File: config.mk
export PLATFORM = sky130hd
export DESIGN_NAME = csi_rx_bringup
export DESIGN_NICKNAME = d
export VERILOG_FILES = /design/src/rtl/csi_bup_pkg.sv /design/src/rtl/bup_wait_timer.sv /design/src/rtl/bup_lane_check.sv /design/src/rtl/csi_rx_bringup.sv
export SDC_FILE = /design/constraint.sdc
export NUM_CORES = 1
export LEC_CHECK = 0
export CELL_PAD_IN_SITES_DETAIL_PLACEMENT = 1
export CELL_PAD_IN_SITES_GLOBAL_PLACEMENT = 2
export CORE_UTILIZATION = 27
export DETAILED_ROUTE_END_ITERATION = 10
export PLACE_DENSITY_LB_ADDON = 0.3
export SYNTH_ARGS = -nofsm -noshare
export SYNTH_HDL_FRONTEND = slang
export SYNTH_SLANG_ARGS = --single-unit
File: constraint.sdc
create_clock -name clk -period 4.7 [get_ports clk]
set_input_delay 0.94 -clock clk [delete_from_list [all_inputs] [get_ports clk]]
set_output_delay 0.94 -clock clk [all_outputs]
set_load 0.05 [all_outputs]
File: src/rtl/csi_bup_pkg.sv
package csi_bup_pkg;
  localparam int LANES_MAX     = 4;
  localparam int LC_W          = $clog2(LANES_MAX + 1);
  localparam int ST_W          = 12;
  localparam int DL_STOP_LSB   = 4;
  localparam int CLK_HS_BIT    = 8;
  localparam int CLK_STOP_BIT  = 10;

  typedef enum logic [3:0] {
    ST_IDLE, ST_LP11, ST_PINIT, ST_LANES, ST_SHDN, ST_PRST, ST_CRST,
    ST_WSTOP, ST_CKREQ, ST_WCLK, ST_RUN, ST_HRST, ST_HSNS
  } bup_state_e;

  typedef enum logic [1:0] {
    ERR_NONE     = 2'd0,
    ERR_STOP_TMO = 2'd1,
    ERR_CLK_TMO  = 2'd2
  } bup_err_e;
endpackage

File: src/rtl/bup_wait_timer.sv
module bup_wait_timer #(
  parameter int W = 16
) (
  input  logic         clk,
  input  logic         rst_n,
  input  logic         run_i,
  input  logic [W-1:0] limit_i,
  output logic         expired_o
);
  localparam int CW = W + 1;

  logic [W-1:0] cnt_q;
  logic [W-1:0] cnt_d;

  // The count restarts whenever the sequencer leaves a wait state.
  always_comb begin
    cnt_d = cnt_q;
    if (!run_i) cnt_d = '0;
    else if (!expired_o) cnt_d = cnt_q + W'(1);
  end

  always_ff @(posedge clk or negedge rst_n) begin
    if (!rst_n) cnt_q <= '0;
    else        cnt_q <= cnt_d;
  end

  // The last permitted cycle is reached when cnt+1 meets the limit.
  // A limit of 0 behaves as a one-cycle window.
  assign expired_o = (CW'(cnt_q) + CW'(1)) >= CW'(limit_i);

  // an expired window always ends the wait in the next cycle
  a_r6_expire_ends_wait: assert property (@(posedge clk) disable iff (!rst_n)
    run_i && expired_o |=> !run_i);
endmodule

File: src/rtl/bup_lane_check.sv
module bup_lane_check
  import csi_bup_pkg::*;
(
  input  logic [LANES_MAX-1:0] dl_stop_i,
  input  logic                 clk_stop_i,
  input  logic [LC_W-1:0]      lanes_i,
  output logic                 all_stop_o
);
  logic [LANES_MAX-1:0] lane_ok;

  // Lanes at or above the configured count are masked to "ok".
  for (genvar g = 0; g < LANES_MAX; g++) begin : g_lane
    assign lane_ok[g] = dl_stop_i[g] | (LC_W'(g) >= lanes_i);
  end

  assign all_stop_o = clk_stop_i & (&lane_ok);
endmodule

File: src/rtl/csi_rx_bringup.sv
module csi_rx_bringup
  import csi_bup_pkg::*;
#(
  parameter int         TMO_W      = 16,
  parameter logic [7:0] PINIT_ADDR = 8'h44,
  parameter logic [7:0] PINIT_DATA = 8'h14
) (
  input  logic             clk,
  input  logic             rst_n,
  input  logic             start_i,
  input  logic             stop_i,
  input  logic [LC_W-1:0]  lane_cnt_i,
  input  logic [TMO_W-1:0] stop_tmo_i,
  input  logic [TMO_W-1:0] clk_tmo_i,
  input  logic [ST_W-1:0]  phy_status_i,
  output logic             sensor_lp11_req_o,
  input  logic             sensor_lp11_ack_i,
  output logic             sensor_clk_req_o,
  input  logic             sensor_clk_ack_i,
  output logic             sensor_halt_req_o,
  input  logic             sensor_halt_ack_i,
  output logic             phy_test_wr_o,
  output logic [7:0]       phy_test_addr_o,
  output logic [7:0]       phy_test_data_o,
  output logic [LC_W-1:0]  lanes_o,
  output logic             phy_shutdown_n_o,
  output logic             phy_rst_n_o,
  output logic             ctrl_rst_n_o,
  output logic             ready_o,
  output logic [1:0]       err_o,
  output logic [ST_W-1:0]  err_status_o
);
  bup_state_e       state_q, state_d;
  logic [LC_W-1:0]  lanes_q, lanes_d;
  bup_err_e         err_q, err_d;
  logic [ST_W-1:0]  est_q, est_d;
  logic             stop_ok, hs_seen, tmo_hit, waiting;
  logic             stop_fail, clk_fail, err_en, lanes_en;
  logic [TMO_W-1:0] tmo_limit;

  // One counter serves both waits; the limit follows the state.
  assign waiting   = (state_q == ST_WSTOP) || (state_q == ST_WCLK);
  assign tmo_limit = (state_q == ST_WCLK) ? clk_tmo_i : stop_tmo_i;
  assign hs_seen   = phy_status_i[CLK_HS_BIT];

  bup_wait_timer #(.W(TMO_W)) u_timer (
    .clk       (clk),
    .rst_n     (rst_n),
    .run_i     (waiting),
    .limit_i   (tmo_limit),
    .expired_o (tmo_hit)
  );

  bup_lane_check u_lanes (
    .dl_stop_i  (phy_status_i[DL_STOP_LSB +: LANES_MAX]),
    .clk_stop_i (phy_status_i[CLK_STOP_BIT]),
    .lanes_i    (lanes_q),
    .all_stop_o (stop_ok)
  );

  assign stop_fail = (state_q == ST_WSTOP) && !stop_ok && tmo_hit;
  assign clk_fail  = (state_q == ST_WCLK)  && !hs_seen && tmo_hit;

  // Next-state logic
  always_comb begin
    state_d = state_q;
    unique case (state_q)
      ST_IDLE:  if (start_i) state_d = ST_LP11;
      ST_LP11:  if (sensor_lp11_ack_i) state_d = ST_PINIT;
      ST_PINIT: state_d = ST_LANES;
      ST_LANES: state_d = ST_SHDN;
      ST_SHDN:  state_d = ST_PRST;
      ST_PRST:  state_d = ST_CRST;
      ST_CRST:  state_d = ST_WSTOP;
      ST_WSTOP: if (stop_ok) state_d = ST_CKREQ;
                else if (tmo_hit) state_d = ST_IDLE;
      ST_CKREQ: if (sensor_clk_ack_i) state_d = ST_WCLK;
      ST_WCLK:  if (hs_seen) state_d = ST_RUN;
                else if (tmo_hit) state_d = ST_IDLE;
      ST_RUN:   if (stop_i) state_d = ST_HRST;
      ST_HRST:  state_d = ST_HSNS;
      ST_HSNS:  if (sensor_halt_ack_i) state_d = ST_IDLE;
      default:  state_d = ST_IDLE;
    endcase
  end

  // Lane count, clamped into 1..LANES_MAX
  assign lanes_en = (state_q == ST_LANES);
  always_comb begin
    lanes_d = lane_cnt_i;
    if (lane_cnt_i == '0) lanes_d = LC_W'(1);
    else if (lane_cnt_i > LC_W'(LANES_MAX)) lanes_d = LC_W'(LANES_MAX);
  end

  // Error capture: set on a timeout, cleared by a new start
  assign err_en = ((state_q == ST_IDLE) && start_i) || stop_fail || clk_fail;
  always_comb begin
    err_d = ERR_NONE;
    est_d = '0;
    if (stop_fail) begin
      err_d = ERR_STOP_TMO;
      est_d = phy_status_i;
    end else if (clk_fail) begin
      err_d = ERR_CLK_TMO;
      est_d = phy_status_i;
    end
  end

  always_ff @(posedge clk or negedge rst_n) begin
    if (!rst_n) begin
      state_q <= ST_IDLE;
      lanes_q <= LC_W'(1);
      err_q   <= ERR_NONE;
      est_q   <= '0;
    end else begin
      state_q <= state_d;
      if (lanes_en) lanes_q <= lanes_d;
      if (err_en) begin
        err_q <= err_d;
        est_q <= est_d;
      end
    end
  end

  // Moore output decode
  assign sensor_lp11_req_o = (state_q == ST_LP11);
  assign sensor_clk_req_o  = (state_q == ST_CKREQ);
  assign sensor_halt_req_o = (state_q == ST_HSNS);
  assign phy_test_wr_o     = (state_q == ST_PINIT);
  assign phy_test_addr_o   = phy_test_wr_o ? PINIT_ADDR : 8'h00;
  assign phy_test_data_o   = phy_test_wr_o ? PINIT_DATA : 8'h00;
  assign phy_shutdown_n_o  = (state_q >= ST_SHDN) && (state_q <= ST_RUN);
  assign phy_rst_n_o       = (state_q >= ST_PRST) && (state_q <= ST_RUN);
  assign ctrl_rst_n_o      = (state_q >= ST_CRST) && (state_q <= ST_RUN);
  assign ready_o           = (state_q == ST_RUN);
  assign lanes_o           = lanes_q;
  assign err_o             = err_q;
  assign err_status_o      = est_q;

  a_r3_write_follows_lp11_ack: assert property (@(posedge clk) disable iff (!rst_n)
    $rose(phy_test_wr_o) |-> $past(sensor_lp11_ack_i));
  a_r4_phy_rst_after_shdn: assert property (@(posedge clk) disable iff (!rst_n)
    $rose(phy_rst_n_o) |-> $past(phy_shutdown_n_o));
  a_r4_ctrl_rst_after_phy: assert property (@(posedge clk) disable iff (!rst_n)
    $rose(ctrl_rst_n_o) |-> $past(phy_rst_n_o));
  a_r5_clk_req_needs_stop: assert property (@(posedge clk) disable iff (!rst_n)
    $rose(sensor_clk_req_o) |-> $past(stop_ok));
  a_r8_ready_needs_hs_clock: assert property (@(posedge clk) disable iff (!rst_n)
    $rose(ready_o) |-> $past(hs_seen) && !sensor_clk_req_o);
  a_r10_ready_drops_with_resets: assert property (@(posedge clk) disable iff (!rst_n)
    $fell(ready_o) |-> !ctrl_rst_n_o && !phy_rst_n_o && !phy_shutdown_n_o);
  a_r10_halt_after_teardown: assert property (@(posedge clk) disable iff (!rst_n)
    $rose(sensor_halt_req_o) |-> $past(!ready_o) && !ctrl_rst_n_o);
endmodule

==> out/metrics.csv, run 1 <==
metric,value,unit
status,"finished, final reports clean",
die_w,105,um
slew_headroom,31.1,%
internal_power,0.000744,W
finish.instance_area,3750,um^2
hold_violations,0,
first_global_vias,2655,
rsz0062_at_grt,no,
core,10300,um^2
critPathKind,flop to flop,
drc_errors,0,
rows,37,
synth_edf_count,0,
cts_buffer_depth,2,
synthCells,314,
worstPathRequired,4870,ps
grt_pass1_wl,13200,um
worst_slack,706,ps
yosys.cell_types.count,59,
power,0.00140,W
fill_cells,1216,
seq_area_frac_synth,32.7,%
drv_slew,0,
postCtsHoldBufs,0,
dp_hpwl,6110,um
ys_async_sr_fraction,100,%
dieHeight,105,um
post-route-min-period,3990,ps
area_growth,32.2,%
combPwrFrac,51.5,%
routed_wl,7920,um
dpl_cell_area,3670,um^2
cts_tree,built,
tightest_slew,1030,ps
p_per_area,372,nW/um^2
gp_congestion,0.750,
numCtsBuffers,5,
h-tree-depth,2,
cts_setup_buffers,0,
final_layout_size_suffix_gt1_share,5.68,%
cap_violations,0,
grt_max_degree,38,
swShare,46.7,%
crit_path_start_kind,flop,
final.period_utilization,85.0,%
pin_count,95,
layout.nets,458,
syn_area,2840,um^2
start_util,27.6,%
antenna_found_initial,0,
ir_drop,0.188,mV
synth_ff_type,dfrtp_1,
worst_hold_path_type,flop to flop,
p_sw,0.000652,W
post_drt_wl_per_cell,15.1,um
drtIter0Drc,85,
finClkSkew,4.54,ps
die_area,10900,um^2
clock-root-buffer,clkbuf_8,
clock_latency,280,ps
n_antenna_cell,0,
p_leak,1.61,nW
synth.avg_cell_area,9.04,um^2
fmax,250,MHz
ys_ff_latch,37,
vias_per_cell,4.85,
grt_usage,14.9,%
post_cts_resized,0,
arrival,4170,ps
tns,0,ps
p_seq_share,32.2,%
setup_violations,0,
gr-total-overflow,0,
cts.sinks,37,
port_buffers,82,
drtAntennaViolNets,0,
drt_first_pass_iters,4,
p_clk_share,16.3,%
dp_slack,726,ps
clkSlewWorstSetupHoldPaths,70,ps
end_kind,flop,
worstPathMaxFanout,24,
vias,2538,
yosys_warnings,0,
flip-flops by register name, indices dropped and copies added, names as in the netlist:
| register | count |
|---|---|
| u_timer.cnt_q | 16 |
| err_status_o | 12 |
| state_q | 4 |
| lanes_o | 3 |
| err_o | 2 |
metrics by stage:
step	hold WS, ps	util, %	cells
detailed placement	499	35.7	516
CTS	518	36.5	523
floorplan	520	-	325
global route	529	36.5	523
finish	513	36.5	523
global placement	495	35.7	516
cell families (layout without fill, tap and decap cells):
logic type                 Yosys count  count (layout)  synth area share (%)
other                                1              12                 0.132
buffers and inverters               48             110                  10.0
AOI/OAI and AO/OA                   63              63                  15.0
adders and majority gates           17              17                  7.49
and+or+nand+nor                    102             102                  19.0
xor gates and xnor gates            16              16                  4.94
muxes                               30              30                  10.7
DFF                                 37              37                  32.7
worst max-delay path, cell delays in order, from the launching register on:
cell,delay (ps)
dfrtp_1,440
ha_1,270
nand4_1,150
or2_4,280
inv_2,70
nand4_1,240
nor2_1,250
xor2_1,100
ha_1,310
nand3_1,80
or2_2,340
o211ai_4,570
o21ai_2,410
a32o_1,370
per-layer routing:
metal / share of wire [%] / GRT usage (%) / vias up
met4: 0.95 / 3.06 / 0
met2: 47 / 25.2 / 68
met1: 46 / 18.6 / 1221
li1: - / - / 1242
met3: 6.6 / 4.43 / 7
met5: 0 / 0 / -
layout by cell type (no fill, tap or decap), types with 3 or more instances in the layout:
cell type	synthesis	final
mux2i_1	27	27
ha_1	17	17
clkdlybuf4s50_1	0	81
o21ai_0	14	14
o21ai_1	7	7
nand2_1	26	26
xor2_1	6	6
inv_1	18	18
a21oi_1	18	18
mux2_2	3	3
conb_1	1	12
nand3_1	9	9
o21bai_1	3	3
clkbuf_8	0	6
xnor2_1	10	10
nand4_1	6	6
or3_1	10	10
nor2_1	16	16
nand2b_1	8	8
dfrtp_1	36	36
nor3_1	10	10
cell type report:
cell class / instances / area [um^2] / area share [%]
clock buffer: 7 / 86.3 / 2.30
sequential: 37 / 927 / 24.7
multi-input combinational: 240 / 1670 / 44.4
tap: 136 / 170 / 4.53
timing repair buffer: 84 / 831 / 22.1
inverter: 19 / 71.3 / 1.90
path summary, 6_finish.rpt:
check,from,end,slack [ps],cells after the start
max,u_timer.cnt_q[0],err_status_o[8],710,13
min,err_o[0],err_o[0],510,1
max reg2reg,u_timer.cnt_q[0],err_status_o[8],710,13
min reg2reg,err_o[0],err_o[0],510,1
max in group asynchronous,rst_n,u_timer.cnt_q[6],3390,1
min in group asynchronous,rst_n,err_status_o[0],760,1
synth_stat cells, types with 2 or more instances:
master    count  area (um^2)
xor2_1        6         52.6
o21ai_1       7         35.0
inv_1        18         67.6
or4_1         2         15.0
nand3_1       9         45.0
buf_6         4         45.0
o211ai_1      2         15.0
nor4_1        2         12.5
buf_4        16          120
or4b_1        2         20.0
a211oi_1      2         15.0
mux2_2        3         33.8
o21bai_1      3         22.5
a21oi_1      18         90.1
or3_1        10         62.6
xnor2_1      10         87.6
nor3_1       10         50.1
clkbuf_1      5         18.8
buf_2         3         15.0
dfrtp_1      36          901
nand2b_1      8         50.1
nand4_1       6         37.5
nor2_1       16         60.1
ha_1         17          213
mux2i_1      27          270
nand2_1      26         97.6
o21ai_0      14         70.1
power by group through the flow:
stage / combinational (W) / clock [W] / sequential [W]
after floorplan: 0.000435 / 0 / 0.000514
after global placement: 0.000723 / 0 / 0.000451
after detailed placement: 0.000727 / 0 / 0.000454
after CTS: 0.000729 / 0.000240 / 0.000450
after global routing: 0.000775 / 0.000251 / 0.000461
final: 0.000719 / 0.000227 / 0.000449
(Power assumes the default switching activity.)
==> run 2, diff against run 1 <==
==> constraint.sdc (replaced) <==
create_clock -name clk -period 4 [get_ports clk]
set_input_delay 0.8 -clock clk [delete_from_list [all_inputs] [get_ports clk]]
set_output_delay 0.8 -clock clk [all_outputs]
set_load 0.05 [all_outputs]
==> run 2 against run 1 <==
Compared with the run above: wire length is 3.1% higher; hold slack better by 9.0 ps; critical path type unchanged; sequential power up 6.5%; first-iteration DRC count up 25%; register-to-register slack lost 300 ps.
==> out/metrics.csv, run 2 (synthesis results as in run 1) <==
metric,value,unit
fill_cells,1206,
setup_violations,0,
worstPathRequired,4170,ps
multiInputGateArea,1690,um^2
gp_congestion,0.753,
gr-total-overflow,0,
ff2ff_setup_slack,400,ps
crit_path_start_kind,flop,
postCtsHoldBufs,0,
antenna_found_initial,0,
critPathKind,flop to flop,
worstReg2RegEnd,err_status_o[8],
path_cells,ha_1 -> nand4_1 -> or2_4 -> inv_2 -> nand4_1 -> nor2_1 -> xor2_1 -> ha_1 -> a21o_1 -> a21oi_1 -> o41a_1 -> o211ai_4 -> buf_4 -> and2_1 -> a32o_1,
drc_errors,0,
status,"finished, final reports clean",
end_kind,flop,
finClkSkew,5.66,ps
r2r_start,u_timer.cnt_q[0],
final.period_utilization,89.9,%
endpoint,err_status_o[8],
top_register,u_timer.cnt_q,
drt_first_pass_iters,4,
hold_violations,0,
routed_wl,8160,um
cp.depth,15,
grt_pass1_wl,13700,um
dp_slack,257,ps
n_antenna_cell,0,
worst_slack,405,ps
drtIter0Drc,106,
worst_hold_path_type,flop to flop,
vias,2563,
cts.sinks,37,
ff2ff_path_depth,15,
layout_commonest_cell,clkdlybuf4s50_1,
clock-root-buffer,clkbuf_8,
critPathBufInv,2,
dp_hpwl,6140,um
h-tree-depth,2,
start_util,27.6,%
die_area,10900,um^2
critPathSlowestCell,dfrtp_1,
grt_usage,15.4,%
p_leak,1.65,nW
min_path_cells,1,
first_global_vias,2760,
final_cell_mix,"clkdlybuf4s50_1, dfrtp_1, mux2i_1",
die_w,105,um
post-route-min-period,3600,ps
power,0.00167,W
pin_count,95,
largest_reg_flops,16,
layout.nets,466,
slew_headroom,27.1,%
core,10300,um^2
area_growth,34.7,%
fmax,278,MHz
cap_violations,0,
cp-startpoint,u_timer.cnt_q[0],
final-seq-area,927,um^2
post_drt_wl_per_cell,15.3,um
cts_tree,built,
port_buffers,82,
numCtsBuffers,5,
cts_buffer_depth,2,
worstPathMaxFanout,14,
rows,37,
p_per_area,437,nW/um^2
clock_latency,290,ps
rsz0062_at_grt,no,
arrival,3770,ps
max_stage_delay,420,ps
clkSlewWorstSetupHoldPaths,70,ps
ir_drop,0.258,mV
tns,0,ps
dieHeight,105,um
final_layout_size_suffix_gt1_share,7.83,%
cp_top_family,compound AO/OA/AOI/OAI gates,
tightest_slew,1090,ps
vias_per_cell,4.82,
drv_slew,0,
grt_max_degree,38,
drtAntennaViolNets,0,
==> run 2: cell count changes in the layout (fill, tap and decap cells not counted), sizes merged <==
cell,change
buf,+7
clkinv,+2
clkbuf,-1
o211ai,+1
==> run 2: report_power, final <==
part | leakage, nW | switching, W | internal (W)
sequential | 0.503 | 0.0000411 | 0.000437
clock | 0.0450 | 0.000133 | 0.000121
combinational | 1.10 | 0.000612 | 0.000326
total | 1.65 | 0.000786 | 0.000884
==> run 2: layout make-up <==
| class | instances | area share [%] |
|---|---|---|
| inverter | 19 | 1.87 |
| multi-input combinational | 241 | 44.2 |
| clock buffer | 6 | 1.90 |
| timing repair buffer | 91 | 23.1 |
| sequential | 37 | 24.2 |
| clock inverter | 2 | 0.262 |
| tap | 136 | 4.45 |
==> run 2: metrics by stage <==
| step | instances | utilization [%] | hold slack [ps] | cell area (um^2) |
|---|---|---|---|---|
| floorplan | 325 | - | 504 | 2880 |
| global placement | 523 | 36.2 | 512 | 3720 |
| detailed placement | 523 | 36.2 | 499 | 3720 |
| CTS | 531 | 37.0 | 530 | 3800 |
| global route | 532 | 37.2 | 569 | 3820 |
| finish | 532 | 37.2 | 522 | 3820 |
==> run 2: how the worst min path moves through the flow <==
stage / start / to / slack [ps]
global route: err_o[1] / err_o[1] / 570
detailed placement: err_o[0] / err_o[0] / 500
floorplan: rst_n / err_o[0] / 500
finish: err_o[0] / err_o[0] / 520
global placement: err_status_o[3] / err_status_o[3] / 510
CTS: err_o[0] / err_o[0] / 530
==> run 2: timing repair <==
item	4_1_cts	5_1_grt
resized for setup	0	1
setup buffers	0	0
endpoints found under the setup margin	0	15
==> run 2: per-layer routing <==
| layer | global-route usage, % | wire length, um | vias to the layer above |
|---|---|---|---|
| met4 | 2.45 | 48 | 0 |
| met5 | 0 | 0 | - |
| met3 | 4.30 | 543 | 6 |
| met2 | 24.8 | 3550 | 76 |
| met1 | 20.7 | 4020 | 1225 |
| li1 | - | - | 1256 |
==> run 2: worst register-to-register path, cell delays in order, from the launching register on <==
cell and delay [ps]:
dfrtp_1 420, ha_1 260, nand4_1 160, or2_4 280, inv_2 70, nand4_1 220
nor2_1 190, xor2_1 170, ha_1 260, a21o_1 160, a21oi_1 140, o41a_1 310
o211ai_4 220, buf_4 240, and2_1 170, a32o_1 200
